`config.mk`:
```
export PLATFORM = sky130hd
export DESIGN_NAME = halfcycle_odd_div
export DESIGN_NICKNAME = d
export VERILOG_FILES = /design/src/rtl/oddiv_pkg.sv /design/src/rtl/oddiv_lane.sv /design/src/rtl/oddiv_merge.sv /design/src/rtl/halfcycle_odd_div.sv
export SDC_FILE = /design/constraint.sdc
export NUM_CORES = 1
export LEC_CHECK = 0
export ABC_AREA = 1
export CAP_MARGIN = 20
export CORE_AREA = 2 2 39 41
export CTS_CLUSTER_SIZE = 28
export DETAILED_ROUTE_END_ITERATION = 12
export DIE_AREA = 0 0 41 43
export DONT_BUFFER_PORTS = 1
export GPL_TIMING_DRIVEN = 0
export PLACE_DENSITY = 0.3
export REMOVE_ABC_BUFFERS = 1
export SETUP_SLACK_MARGIN = 0.15
export SLEW_MARGIN = 0
export SYNTH_ARGS = -nofsm -noshare
export SYNTH_HDL_FRONTEND = slang
export SYNTH_SLANG_ARGS = --single-unit
```
`constraint.sdc`:
```
create_clock -name clk_src -period 1.87 [get_ports clk_src]
set_clock_uncertainty 0.15 [all_clocks]
set_input_delay 0.187 -clock clk_src [delete_from_list [all_inputs] [get_ports clk_src]]
set_output_delay 0.187 -clock clk_src [all_outputs]
set_load 0.005 [all_outputs]
```
`src/rtl/oddiv_pkg.sv`:
```
package oddiv_pkg;

  // Next value of a modulo-n counter.
  function automatic int unsigned step_count(input int unsigned cur, input int unsigned n);
    return (cur >= n - 1) ? 0 : cur + 1;
  endfunction

  // Number of counts per cycle during which a lane's phase flag is high.
  function automatic int unsigned high_counts(input int unsigned n);
    return (n - 1) / 2;
  endfunction

  // Phase flag decode for a given count.
  function automatic logic phase_on(input int unsigned cur, input int unsigned n);
    return cur < high_counts(n);
  endfunction

endpackage

```
`src/rtl/oddiv_lane.sv`:
```
module oddiv_lane
  import oddiv_pkg::*;
#(
  parameter int unsigned RATIO = 3,
  parameter int unsigned CW    = $clog2(RATIO)
) (
  input  logic          lane_clk,
  input  logic          rst_n,
  output logic [CW-1:0] count,
  output logic          phase
);

  localparam int unsigned HALF = high_counts(RATIO);
  localparam logic [CW-1:0] LAST = CW'(RATIO - 1);

  logic [CW-1:0] count_nxt;
  logic          wrap_evt;

  assign wrap_evt  = (count == LAST);
  assign count_nxt = CW'(step_count(int'(count), RATIO));

  always_ff @(posedge lane_clk or negedge rst_n) begin
    if (!rst_n) begin
      count <= '0;
      phase <= 1'b0;
    end else begin
      count <= count_nxt;
      phase <= phase_on(int'(count_nxt), RATIO);
    end
  end


  cnt_range_chk: assert property (@(posedge lane_clk) disable iff (!rst_n)
    count <= LAST);


  cnt_wrap_chk: assert property (@(posedge lane_clk) disable iff (!rst_n)
    wrap_evt |=> (count == '0));


  cnt_step_chk: assert property (@(posedge lane_clk) disable iff (!rst_n)
    !wrap_evt |=> (count == CW'($past(count) + 1'b1)));


  phase_window_chk: assert property (@(posedge lane_clk) disable iff (!rst_n)
    phase |-> (count < CW'(HALF)));


  phase_rise_chk: assert property (@(posedge lane_clk) disable iff (!rst_n)
    $rose(phase) |-> (count == '0));


  phase_fall_chk: assert property (@(posedge lane_clk) disable iff (!rst_n)
    $fell(phase) |-> (count == CW'(HALF)));

endmodule

```
`src/rtl/oddiv_merge.sv`:
```
module oddiv_merge #(
  parameter int unsigned LANES = 2
) (
  input  logic [LANES-1:0] lane_phase,
  output logic             merged
);

  assign merged = |lane_phase;

endmodule

```
`src/rtl/halfcycle_odd_div.sv`:
```
module halfcycle_odd_div
  import oddiv_pkg::*;
#(
  parameter int unsigned RATIO = 3
) (
  input  logic clk_src,
  input  logic rst_n,
  output logic clk_div
);

  localparam int unsigned CW    = $clog2(RATIO);
  localparam int unsigned LANES = 2;

  wire  [LANES-1:0] lane_clk;
  logic [LANES-1:0] lane_phase;
  logic [CW-1:0]    lane_cnt [LANES];

  // Lane 0 runs on rising source edges, lane 1 on falling ones.
  for (genvar g = 0; g < LANES; g++) begin : g_lane
    if (g == 0) begin : g_rise
      assign lane_clk[g] = clk_src;
    end else begin : g_fall
      assign lane_clk[g] = ~clk_src;
    end

    oddiv_lane #(
      .RATIO (RATIO),
      .CW    (CW)
    ) i_lane (
      .lane_clk (lane_clk[g]),
      .rst_n    (rst_n),
      .count    (lane_cnt[g]),
      .phase    (lane_phase[g])
    );
  end

  oddiv_merge #(
    .LANES (LANES)
  ) i_merge (
    .lane_phase (lane_phase),
    .merged     (clk_div)
  );


  lanes_close_chk: assert property (@(posedge clk_src) disable iff (!rst_n)
    (lane_cnt[0] == lane_cnt[1]) ||
    (lane_cnt[0] == CW'(step_count(int'(lane_cnt[1]), RATIO))) ||
    (lane_cnt[1] == CW'(step_count(int'(lane_cnt[0]), RATIO))));


  reset_low_chk: assert property (@(posedge clk_src)
    !rst_n |-> !clk_div);

endmodule

```
Word level (Yosys, flattened, before mapping)
Cells that the tools add are included.

Add/subtract/negate cells: 2. Multipliers: 0. Divide/modulo/power cells: 0. $lt $le $gt $ge: 4. Equal/unequal tests: 0. Shift operators: 0. Multiplexer cells: 2. Bitwise gates (word level): 0. Reduce and logical (&&, ||, !) cells: 1.

Operators by type and width (count): adder 2 x 1 -> 2 bit, second input constant (2); greater-or-equal comparator 2 bit, second input constant (2); less-than comparator 2 x 1 -> 1 bit, second input constant (2); two-way mux 2 bit (2); OR reduction 2 bit (1).

Bits in registers: 6. Latch bits: 0. Bits in writable memories: 0. Memory bits (read-only): 0. Input bits: 2. Word-level logic and storage cells: 13. Memories kept: 0.

Depth between registers and ports, before layout
Depth after elaboration: 3. Depth in mapped cells: 2. Mapped depth without buffers: 2.

Modules after synthesis
A second synthesis with hierarchy kept.

Cell total of the unflattened synthesis: 18. Area, all modules: 195.2 um2.

Modules (own cells, without submodules): oddiv_lane (instances 2, cells each 7, area each 90.1 um2, seq. area each 75.1 um2); oddiv_merge (instances 1, cells each 3, area each 11.3 um2, seq. area each 0.0 um2); halfcycle_odd_div (instances 1, cells each 1, area each 3.8 um2, seq. area each 0.0 um2).

==> out/results.tsv <==
metric	value	unit
place_area	204	sq um
crit_chain	inv_1 -> nand2_1	
num_io_pins	3	
initial_core_util	0.138	
clockBufferDepth	2	
drive_gt1_frac	0.150	
dr.pass1.iters	2	
slowest_delay	370	ps
diodes	0	
clk-insertion-delay-late	250	ps
required	1530	ps
finalSetupViolCount	1	
p_leak	0.131	nW
synth-warning-count	0	
violations	negative setup slack	
startpoint_type	flip-flop	
path_class	reg2out	
synthToLayoutAreaGrowth	25.5	%
die_area	1760	sq um
ir_drop	0.156	mV
outcome	finished with violations	
seqCellArea	150	sq um
rsz0062_at_grt	true	
finalInstanceArea	240	sq um
path_max_fanout	1	
hold_violations	0	
clkSinkCount	6	
slew-limit-headroom	0.897	
port_buffers	0	
place.gp.congestion	0.481	
multi_input_area	18.8	sq um
cts-root-buf	clkbuf_4	
tightest_slew	154	ps
grt_pass1_vias	124	
dieHeight	43	um
avgSynthCellArea	11.3	sq um
core_area	1380	sq um
power	0.000261	W
vias_per_cell	2.97	
die_w	41	um
grtUsageTotal	0.0504	
power_density	1080	nW/um^2
final_net_count	23	
synth_seq_area_share	0.784	
postCtsSetupRepairBufs	0	
grt_max_degree	5	
hp-class	in2async	
cts_inserted_buffers	3	
arrival	1650	ps
slew_violations	0	
avgRoutedWirePerCell	7.08	um
num-fill-cells	157	
grt_pass1_wl	441	um
clk_pin_slew_worst_paths	50	ps
rows	14	
ys_types	6	
via_count	107	
drt_wl_total	255	um
drt-initial-drc-count	1	
ys_ff_latch	6	
regToRegSetupSlack	1100	ps
worst_slack	-121	ps
end_kind	primary output	
worst_path_max_delay_cell	dfrtn_1	
tritoncts	yes	
maxCapViolCount	0	
dp.final_hpwl	164	um
grt_overflow	0	
netlist_instances	17	
drc_errors	0	
antenna_found_initial	0	
syn_area	191	sq um
h-tree-depth	1	
ant_nets	0	
==> routing by layer <==
layer,part of all wire,track usage,vias up
met1,0.33,0.0326,55
li1,-,-,50
met5,0,0,-
met3,0.035,0.0314,0
met4,0,0.120,0
met2,0.63,0.0500,2
==> state kept, by name, summed over array words and instances, names as in the netlist <==
register             flops
g_lane.i_lane.count      4
g_lane.i_lane.phase      2
==> metrics by stage <==
| step | TNS (ps) | hold slack, ps | instances | utilization | setup WS (ps) |
|---|---|---|---|---|---|
| floorplan | 0 | -259 | 15 | - | 149 |
| global placement | 0 | -258 | 31 | 0.147 | 123 |
| detailed placement | 0 | -258 | 31 | 0.147 | 132 |
| CTS | -142 | 38.5 | 36 | 0.174 | -142 |
| global route | -179 | 29.9 | 36 | 0.174 | -179 |
| finish | -121 | 43.8 | 36 | 0.174 | -121 |
==> power breakdown <==
group           total (W)  switching, W  leakage [nW]  internal, W
Sequential       0.000131             0        0.0757     0.000131
Combinational  0.00000265    0.00000122        0.0401   0.00000143
Clock            0.000127     0.0000466        0.0150    0.0000808
==> final timing paths <==
check                                           from                   endpoint  cells past startpoint
max reg2reg                g_lane[1].i_lane.count[1]  g_lane[1].i_lane.count[1]                      1
min in group clk_src       g_lane[1].i_lane.count[1]     g_lane[1].i_lane.phase                      0
max                           g_lane[1].i_lane.phase                    clk_div                      2
min reg2reg                g_lane[1].i_lane.count[1]     g_lane[1].i_lane.phase                      0
max in group asynchronous                      rst_n  g_lane[1].i_lane.count[0]                      0
min                                            rst_n     g_lane[0].i_lane.phase                      1
==> cell families (layout without fill, tap and decap cells) <==
| family | Yosys count | after routing | synth area share |
|---|---|---|---|
| flops | 6 | 6 | 0.784 |
| simple gates | 5 | 5 | 0.0980 |
| buf+inv | 6 | 9 | 0.118 |
==> worst max-delay path: cells and delay by family (launching register included) <==
kind | cells | cell delay (ps)
AND/OR/NAND/NOR | 1 | 60
flip-flops | 1 | 370
buffers and inverters | 1 | 30
==> cell type report <==
cell class	count	share of cell area
clock buffers	4	0.109
inverters	4	0.0625
multi-input cells	5	0.0781
flip-flops and latches	6	0.625
well taps	16	0.0833
repair buffers	1	0.0417
==> cell usage after synthesis, drive strengths merged <==
cell    n  area (sq um)
dfrtn   3          75.1
nand2   1          3.75
nor2    4          15.0
clkbuf  2          7.51
dfrtp   3          75.1
inv     4          15.0
==> cells in the final DEF, fill, tap and decap left out <==
cell type | Yosys | final
dlygate4sd3_1 | 0 | 1
nand2_1 | 1 | 1
dfrtn_1 | 3 | 3
dfrtp_1 | 3 | 3
nor2_1 | 4 | 4
clkbuf_4 | 0 | 3
clkbuf_1 | 2 | 1
inv_1 | 4 | 4
==> repair_timing <==
action,4_1_cts,5_1_grt
endpoints found under the hold margin,3,0
pin swaps,0,0
cloned,0,0
hold buffers,1,0
resized for setup,0,0
endpoints found under the setup margin,1,1
No activity file was read; power rests on OpenSTA's default activity.
